$ cat config.mk
export PLATFORM = sky130hd
export DESIGN_NAME = tlb_assoc
export DESIGN_NICKNAME = d
export VERILOG_FILES = /design/src/rtl/tlb_assoc.sv
export SDC_FILE = /design/constraint.sdc
export NUM_CORES = 2
export LEC_CHECK = 0
export BUFFER_PORTS_ARGS = -buffer_cell sky130_fd_sc_hd__buf_4
export CAP_MARGIN = 20
export CORE_ASPECT_RATIO = 0.75
export CORE_MARGIN = 2
export CORE_UTILIZATION = 25
export CTS_BUF_LIST = sky130_fd_sc_hd__clkbuf_4 sky130_fd_sc_hd__clkbuf_8
export CTS_CLUSTER_DIAMETER = 100
export DETAILED_ROUTE_END_ITERATION = 8
export GPL_TIMING_DRIVEN = 0
export HOLD_SLACK_MARGIN = 0.02
export PLACE_DENSITY_LB_ADDON = 0.08
export SYNTH_ARGS = -nofsm -noshare
export SYNTH_HDL_FRONTEND = slang
export SYNTH_SLANG_ARGS = --single-unit
$ cat constraint.sdc
create_clock -name clk -period 9.9 [get_ports clk]
set_input_delay 1.485 -clock clk [delete_from_list [all_inputs] [get_ports clk]]
set_output_delay 1.485 -clock clk [all_outputs]
set_load 0.03 [all_outputs]
$ cat src/rtl/tlb_assoc.sv
module tlb_assoc #(
  parameter int ENTRIES     = 64,
  parameter int VPN_W       = 20,
  parameter int PPN_W       = 20,
  parameter int LG_BITS     = 10,
  parameter bit RANDOM_REPL = 1'b0
) (
  input  logic             clk,
  input  logic             rst_n,
  input  logic             flush_all,
  input  logic             lk_valid,
  input  logic [VPN_W-1:0] lk_vpn,
  input  logic             lk_write,
  input  logic             lk_user,
  output logic             lk_hit,
  output logic             lk_miss,
  output logic [1:0]       lk_fault,
  output logic [PPN_W-1:0] lk_ppn,
  output logic             lk_dirty,
  input  logic             rf_valid,
  input  logic [VPN_W-1:0] rf_vpn,
  input  logic [PPN_W-1:0] rf_ppn,
  input  logic             rf_read,
  input  logic             rf_write,
  input  logic             rf_user,
  input  logic             rf_dirty,
  input  logic             rf_large
);
  localparam int IDX_W = $clog2(ENTRIES);
  localparam logic [15:0] ENT16 = 16'(ENTRIES);

  logic [ENTRIES-1:0] e_v, e_r, e_w, e_u, e_d, e_l;
  logic [VPN_W-1:0]   e_tag [ENTRIES];
  logic [PPN_W-1:0]   e_ppn [ENTRIES];
  logic [ENTRIES-1:0] match;
  logic [IDX_W-1:0]   sel, victim;
  logic               found, deny_u, deny_w, deny_r, accept_rf;

  always_comb begin
    sel = '0;
    for (int i = ENTRIES - 1; i >= 0; i--) begin
      match[i] = e_v[i] && (e_tag[i][VPN_W-1:LG_BITS] == lk_vpn[VPN_W-1:LG_BITS]) &&
                 (e_l[i] || e_tag[i][LG_BITS-1:0] == lk_vpn[LG_BITS-1:0]);
      if (match[i]) sel = IDX_W'(i);
    end
  end

  assign found  = lk_valid && (|match);
  assign deny_u = lk_user && !e_u[sel];
  assign deny_w = lk_write && !e_w[sel];
  assign deny_r = !lk_write && !e_r[sel];

  assign lk_fault = !found ? 2'b00 : deny_u ? 2'b01 : deny_w ? 2'b11 : deny_r ? 2'b10 : 2'b00;
  assign lk_hit   = found && !deny_u && !deny_w && !deny_r;
  assign lk_miss  = lk_valid && !(|match);
  assign lk_dirty = e_d[sel];
  assign lk_ppn   = e_l[sel] ? {e_ppn[sel][PPN_W-1:LG_BITS], lk_vpn[LG_BITS-1:0]} : e_ppn[sel];

  assign accept_rf = rf_valid && !flush_all;

  generate
    if (RANDOM_REPL) begin : g_rand
      logic [15:0] lfsr;
      always_ff @(posedge clk) begin
        if (!rst_n) lfsr <= 16'hACE1;
        else        lfsr <= {lfsr[14:0], lfsr[15] ^ lfsr[13] ^ lfsr[12] ^ lfsr[10]};
      end
      assign victim = IDX_W'(lfsr % ENT16);

      lfsr_live_chk: assert property (@(posedge clk) disable iff (!rst_n) lfsr != 16'h0);
    end else begin : g_fifo
      logic [IDX_W-1:0] ptr;
      always_ff @(posedge clk) begin
        if (!rst_n)         ptr <= '0;
        else if (accept_rf) ptr <= (ptr == IDX_W'(ENTRIES - 1)) ? '0 : ptr + 1'b1;
      end
      assign victim = ptr;

      fifo_step_chk: assert property (@(posedge clk) disable iff (!rst_n)
        accept_rf |=> victim == (($past(victim) == IDX_W'(ENTRIES - 1)) ? '0 : $past(victim) + 1'b1));
    end
  endgenerate

  always_ff @(posedge clk) begin
    if (!rst_n) begin
      e_v <= '0; e_r <= '0; e_w <= '0; e_u <= '0; e_d <= '0; e_l <= '0;
    end else if (flush_all) begin
      e_v <= '0;
    end else begin
      if (lk_hit && lk_write) e_d[sel] <= 1'b1;
      if (rf_valid) begin
        e_v[victim] <= 1'b1;
        e_r[victim] <= rf_read;
        e_w[victim] <= rf_write;
        e_u[victim] <= rf_user;
        e_d[victim] <= rf_dirty;
        e_l[victim] <= rf_large;
      end
    end
  end

  always_ff @(posedge clk) begin
    if (accept_rf) begin
      e_tag[victim] <= rf_vpn;
      e_ppn[victim] <= rf_ppn;
    end
  end


  one_outcome_chk: assert property (@(posedge clk) disable iff (!rst_n)
    lk_valid |-> $countones({lk_hit, lk_miss, lk_fault != 2'b00}) == 1);

  flush_empty_chk: assert property (@(posedge clk) disable iff (!rst_n)
    flush_all |=> (!lk_valid || lk_miss));

  dirty_set_chk: assert property (@(posedge clk) disable iff (!rst_n)
    (lk_hit && lk_write && !flush_all && !rf_valid ##1 lk_valid && lk_vpn == $past(lk_vpn)) |-> lk_dirty);

  user_fault_chk: assert property (@(posedge clk) disable iff (!rst_n)
    lk_fault == 2'b01 |-> lk_user);
endmodule

# [Yosys cells after proc, flatten, opt, wreduce, memory -nomap -nowiden]
# Memories as Yosys holds them, arrays and structs flattened.
# Index checks and enable logic that the tools add are counted.
[word_totals] ff_bits=390 mem_bits_rw=2560 out_inout_bits=25 wordCells=458 mem_count=2
[mem_list] name="e_ppn" depth=64 word_bits=20 rd=1 rd_ports_with_merged_regs=0 wr=1 line_no="34" text="logic [PPN_W-1:0] e_ppn [ENTRIES];"
[mem_list] name="e_tag" depth=64 word_bits=20 rd=64 rd_ports_with_merged_regs=0 wr=1 line_no="33" text="logic [VPN_W-1:0] e_tag [ENTRIES];"
[op_classes] add_sub_neg=1 magnitude_cmp=4 n_eq_ne=129 n_mux=95 n_bitwise=4 n_reduce_logical=216
[ops] cell="$eq A10 B10 Y1" count=128
[ops] cell="$mux W6" count=65
[ops] cell="$bwmux W64" count=5
[ops] cell="$mux W64" count=4
[ops] cell="$logic_and A1 B1 Y1" count=140
[ops] cell="$or A64 B64 Y64" count=2
[ops] cell="$logic_or A1 B1 Y1" count=64
[ops] cell="$reduce_or A64 Y1" count=1
[ops] cell="$bmux W1 S6" count=5
[ops] cell="$lt A6 B7 Y1 const B" count=2
[ops] cell="$demux W1 S6" count=2
[ops] cell="$ge A6 B1 Y1 const B" count=2
[ops] cell="$mux W10" count=1
[ops] cell="$logic_not A1 Y1" count=9
[ops] cell="$mux W1" count=9
[ops] cell="$mux W2" count=4
[ops] cell="$add A6 B1 Y6 const B" count=1
[ops] cell="$eq A6 B6 Y1 const B" count=1
[ops] cell="$not A1 Y1" count=2
[ops] cell="$reduce_and A2 Y1" count=1
[ops] cell="$reduce_or A2 Y1" count=1

# [Logic depth before layout (Yosys ltp)]
[logic_depth] ltp_word=81 ltp_mapped=25

# [Worst setup path before layout]
# No wires, ideal clock.
[synth_timing] path_kind="input port to output port" startpoint="input port lk_vpn[15]" endpoint="output port lk_hit" arrival_time_ns=5.904 slack_ns=2.511 stages=21 n_path_buf=7 cell_sequence="buf_4 -> buf_2 -> buf_2 -> xnor2_1 -> nand4_1 -> nor4_1 -> o21ai_0 -> a211o_1 -> o211ai_1 -> and2_1 -> o211a_1 -> buf_6 -> clkbuf_1 -> a22o_1 -> a222oi_1 -> and3_1 -> o211ai_1 -> o21ai_1 -> buf_4 -> buf_6 -> nor3_1"
[synth_via] elab_chain_cells=75 elab_cells_between_ends=276 classes_between="eq/ne (64); mux (70); reduce/logical (142)"
[synth_rtl] item="start, declared" line_no="12" text="input logic [VPN_W-1:0] lk_vpn,"
[synth_rtl] item="$eq A10 B10 Y1" line_no="42" text="match[i] = e_v[i] && (e_tag[i][VPN_W-1:LG_BITS] == lk_vpn[VPN_W-1:LG_BITS]) &&"
[synth_rtl] item="$logic_and A1 B1 Y1 (2 in a row)" line_no="42"
[synth_rtl] item="$mux W6 (64 in a row)" line_no="44" text="if (match[i]) sel = IDX_W'(i);"
[synth_rtl] item="$bmux W1 S6" line_no="49" text="assign deny_u = lk_user && !e_u[sel];"
[synth_rtl] item="$mux W1 (not written as such)" line_no="49"
[synth_rtl] item="$logic_not A1 Y1" line_no="49"
[synth_rtl] item="$logic_and A1 B1 Y1" line_no="49"
[synth_rtl] item="$logic_not A1 Y1" line_no="54" text="assign lk_hit = found && !deny_u && !deny_w && !deny_r;"
[synth_rtl] item="$logic_and A1 B1 Y1 (2 in a row)" line_no="54"
[synth_rtl] item="$logic_and A1 B1 Y1 *" line_no="54"
[synth_rtl] item="end, declared" line_no="15" text="output logic lk_hit,"
# Mark *: on every way between the ends. The rest lies on a longest branch, timed or not. The select of a mux whose other input is x is not followed.

# [Worst setup path in the final report]
[layout_timing] startpoint="input port lk_vpn[4]" endpoint="output port lk_fault[0]"
[layout_via] elab_chain_cells=74 elab_cells_between_ends=269 classes_between="eq/ne (64); mux (71); reduce/logical (134)"
[layout_rtl] item="$eq A10 B10 Y1" line_no="43" text="(e_l[i] || e_tag[i][LG_BITS-1:0] == lk_vpn[LG_BITS-1:0]);"
[layout_rtl] item="$logic_or A1 B1 Y1" line_no="43"
[layout_rtl] item="$logic_and A1 B1 Y1" line_no="42"
[layout_rtl] item="$mux W6 (64 in a row)" line_no="44"
[layout_rtl] item="$bmux W1 S6" line_no="50" text="assign deny_w = lk_write && !e_w[sel];"
[layout_rtl] item="$mux W1 (not written as such)" line_no="50"
[layout_rtl] item="$logic_not A1 Y1" line_no="50"
[layout_rtl] item="$logic_and A1 B1 Y1" line_no="50"
[layout_rtl] item="$mux W2 (2 in a row)" line_no="53" text="assign lk_fault = !found ? 2'b00 : deny_u ? 2'b01 : deny_w ? 2'b11 : deny_r ? 2'b10 : 2'b00;"
[layout_rtl] item="$mux W2 *" line_no="53"
[layout_rtl] item="end, declared" line_no="17" text="output logic [1:0] lk_fault,"
# Marked as above.

==> flow_metrics.env <==
export IMPL_status="complete, but fails checks"
export IMPL_violations="setup timing"
export IMPL_cellLeakagePower_uw=0.0479
export IMPL_drtIter0Drc=13200
export IMPL_syn_cell_area_um2=123000
export IMPL_path_cells="buf_4, buf_8, xor2_1, nor4_1, a41oi_1, or4_1, clkbuf_1, nand2_1, nor3_1, clkbuf_1, o21ai_1, buf_4, and3_2, a2111oi_0, o2111ai_1, o21ai_2, buf_4, and2_1, buf_4"
export IMPL_ys_seq_elements=2950
export IMPL_htree_num_levels=6
export IMPL_setup_violations=9
export IMPL_synth_common_cells="edfxtp_1, xnor2_1, xor2_1"
export IMPL_crit_buf_inv=7
export IMPL_place_area_um2=140000
export IMPL_p_per_area_nw_per_um2=174
export IMPL_die_h_um=612
export IMPL_dp_hpwl_mm=468
export IMPL_synth_most_common_cell="edfxtp_1"
export IMPL_period_needed_ps=10030
export IMPL_async_flop_share_pct=0
export IMPL_worstSetupPathType="in -> out"
export IMPL_power_uw=26500
export IMPL_num_rows=223
export IMPL_clockBufferDepth=4
export IMPL_worst_slack_ps=-126
export IMPL_ys_flop_type="edfxtp_1"
export IMPL_clock_sink_count=2950
export IMPL_drc=0
export IMPL_yosysTopAreaCell="edfxtp_1"
export IMPL_cts_tree="built"
export IMPL_synth_seq_area_share_pct=68.8
export IMPL_wl_per_cell_um=39.6
export IMPL_dr_pass1_iters=6
export IMPL_drive_gt1_share_pct=22.2
export IMPL_worst_clock_skew_ps=108
export IMPL_area_delta_synth_final_pct=23.8
export IMPL_grt_max_degree=65
export IMPL_max_vdd_ir_drop_uv=138
export IMPL_synth_edff_count=2560
export IMPL_ant_nets=0
export IMPL_synth_nets=8353
export IMPL_nNetsFinal=9489
export IMPL_grt_pass1_wl_mm=831
export IMPL_numCtsBuffers=544
export IMPL_viasPerCell=5.25
export IMPL_portBuffers=69
export IMPL_maxSlewViolCount=0
export IMPL_path_max_fanout=10
export IMPL_track_usage_pct=25.2
export IMPL_die_w_um=814
export IMPL_hp_class="reg -> reg"
export IMPL_grt_overflow=0
export IMPL_max_freq_mhz=99.7
export IMPL_postCtsHoldBufs=0
export IMPL_synth_top_area_share_pct=62.5
export IMPL_drv_cap=0
export IMPL_yosys_warnings=0
export IMPL_antenna_found_initial=87
export IMPL_root_buffer="clkbuf_8"
export IMPL_end_kind="output port"
export IMPL_io_pins=97
export IMPL_crit_arrival_ps=8540
export IMPL_cpMostUsedCell="buf_4"
export IMPL_wirelength_mm=649
export IMPL_place_congestion=0.952
export IMPL_synth_cells=8280
export IMPL_max_stage_delay_ps=710
export IMPL_fin_area_um2=152000
export IMPL_relSlewSlack_pct=15.5
export IMPL_worst_pin_slew_ps=1270
export IMPL_crit_slowest_cell="clkbuf_1"
export IMPL_core_um2=491000
export IMPL_finalHoldViolCount=0
export IMPL_start_util_pct=25.1
export IMPL_grt_pass1_vias=80600
export IMPL_dr_total_vias=85900
export IMPL_avgSynthCellArea_um2=14.9
export IMPL_synth_cell_type_count=105
export IMPL_fill_cells=48700
export IMPL_start_kind="input port"
export IMPL_clk_pin_slew_ps=60
export IMPL_min_period_over_period_pct=101
export IMPL_synth_area_leaders="edfxtp_1, dfxtp_1, xnor2_1, xor2_1, mux2i_1"
export IMPL_clk_latency_ps=1310
export IMPL_path_delay_family="buffers and inverters"
export IMPL_die_area_um2=498000
export IMPL_required_ps=8420
stage by stage:
step           setup WS (ps)  std cells  utilization (%)  hold WS (ps)  TNS (ps)
2_1_floorplan           2510       8280                -           439         0
3_3_place_gp           -6500      14900             26.8           456  -6352380
3_5_place_dp           -2290      15400             28.5           455    -44110
4_1_cts                0.624      16300             30.9           463         0
5_1_grt                -3.69      16300             31.0           493     -10.1
6_report                -126      16400             31.0           465      -496
power by group:
part / total, uW / internal (uW) / switching [uW] / leakage, uW
Clock: 11800 / 6250 / 5580 / 0.00554
Sequential: 13500 / 13500 / 7.25 / 0.0262
Combinational: 1180 / 320 / 861 / 0.0162
state kept, by name (all words and copies together), names as in the netlist:
signal and cells:
e_ppn 1280, e_r 64, e_u 64, g_fifo.ptr 6, e_w 64, e_l 64
e_tag 1280, e_v 64, e_d 64
worst paths after layout:
check	start	to	slack [ps]	cells past startpoint
hold reg to reg	e_w[15]	e_w[15]	460	2
setup / recovery	lk_vpn[4]	lk_fault[0]	-130	19
setup reg to reg	e_tag[29][9]	e_d[28]	3020	17
hold / removal	e_w[15]	e_w[15]	460	2
repair_timing:
item                       4_1_cts  5_1_grt
gates resized for setup        347       79
pin swaps                       32       22
setup endpoints to repair       24       21
setup buffers                   30        5
per-layer routing:
metal	GRT usage (%)	share of wire, %	vias up
li1	-	-	34600
met1	39.0	49	46100
met2	36.1	41	4292
met3	4.31	7.4	889
met4	6.28	2.6	32
met5	0	0.034	-
cells in the final DEF, fill, tap and decap left out, drive strengths merged, types with 34 or more instances in the layout:
cell | synthesis | layout
xor2 | 524 | 524
o221ai | 34 | 34
nor4 | 187 | 187
o22ai | 59 | 59
mux2i | 284 | 284
or3 | 47 | 47
o21a | 74 | 74
o21ai | 164 | 164
or4 | 74 | 74
buf | 305 | 891
inv | 24 | 48
a22oi | 162 | 162
a222oi | 181 | 181
dfxtp | 390 | 390
a22o | 106 | 106
clkbuf | 170 | 950
nor2 | 336 | 336
nand4 | 265 | 265
nor2b | 246 | 246
mux2 | 143 | 143
a221oi | 127 | 127
edfxtp | 2560 | 2560
xnor2 | 760 | 760
clkinv | 0 | 121
a21oi | 176 | 176
nand3 | 176 | 176
nor3 | 102 | 102
nand2 | 257 | 257
a41oi | 52 | 52
worst reg2reg max path, stage by stage (launching register included):
cell and delay (ps):
edfxtp_1 370, xor2_1 160, nor4_1 600, a41oi_2 440, or4_1 770, nand3_1 240
nor4bb_4 100, and3_1 320, a2bb2oi_2 280, nand2_2 290, nor2_2 420, buf_8 220
buf_2 410, buf_4 460, buf_2 420, nand2_1 490, or4_1 670, o22ai_1 140
cell type report:
class | instances | area [um^2] | area share [%]
flip-flops and latches | 2950 | 84700 | 55.6
clock inverters | 164 | 975 | 0.640
well taps | 6525 | 8160 | 5.36
repair buffers | 596 | 8090 | 5.31
diodes | 29 | 72.6 | 0.0476
clock buffers | 778 | 9480 | 6.22
multi-input cells | 4831 | 37600 | 24.7
inverters | 24 | 106 | 0.0698
plain buffers | 469 | 3210 | 2.11
logic make-up after synthesis:
| group | after synthesis | synth area share [%] |
|---|---|---|
| DFF | 2950 | 68.8 |
| and+or+nand+nor | 1805 | 7.97 |
| AOI/OAI and AO/OA | 1314 | 8.18 |
| xor gates and xnor gates | 1284 | 9.14 |
| buffers and inverters | 499 | 2.26 |
| muxes | 427 | 3.62 |
| adders and majority gates | 1 | 0.0102 |
(Power assumes the default switching activity.)
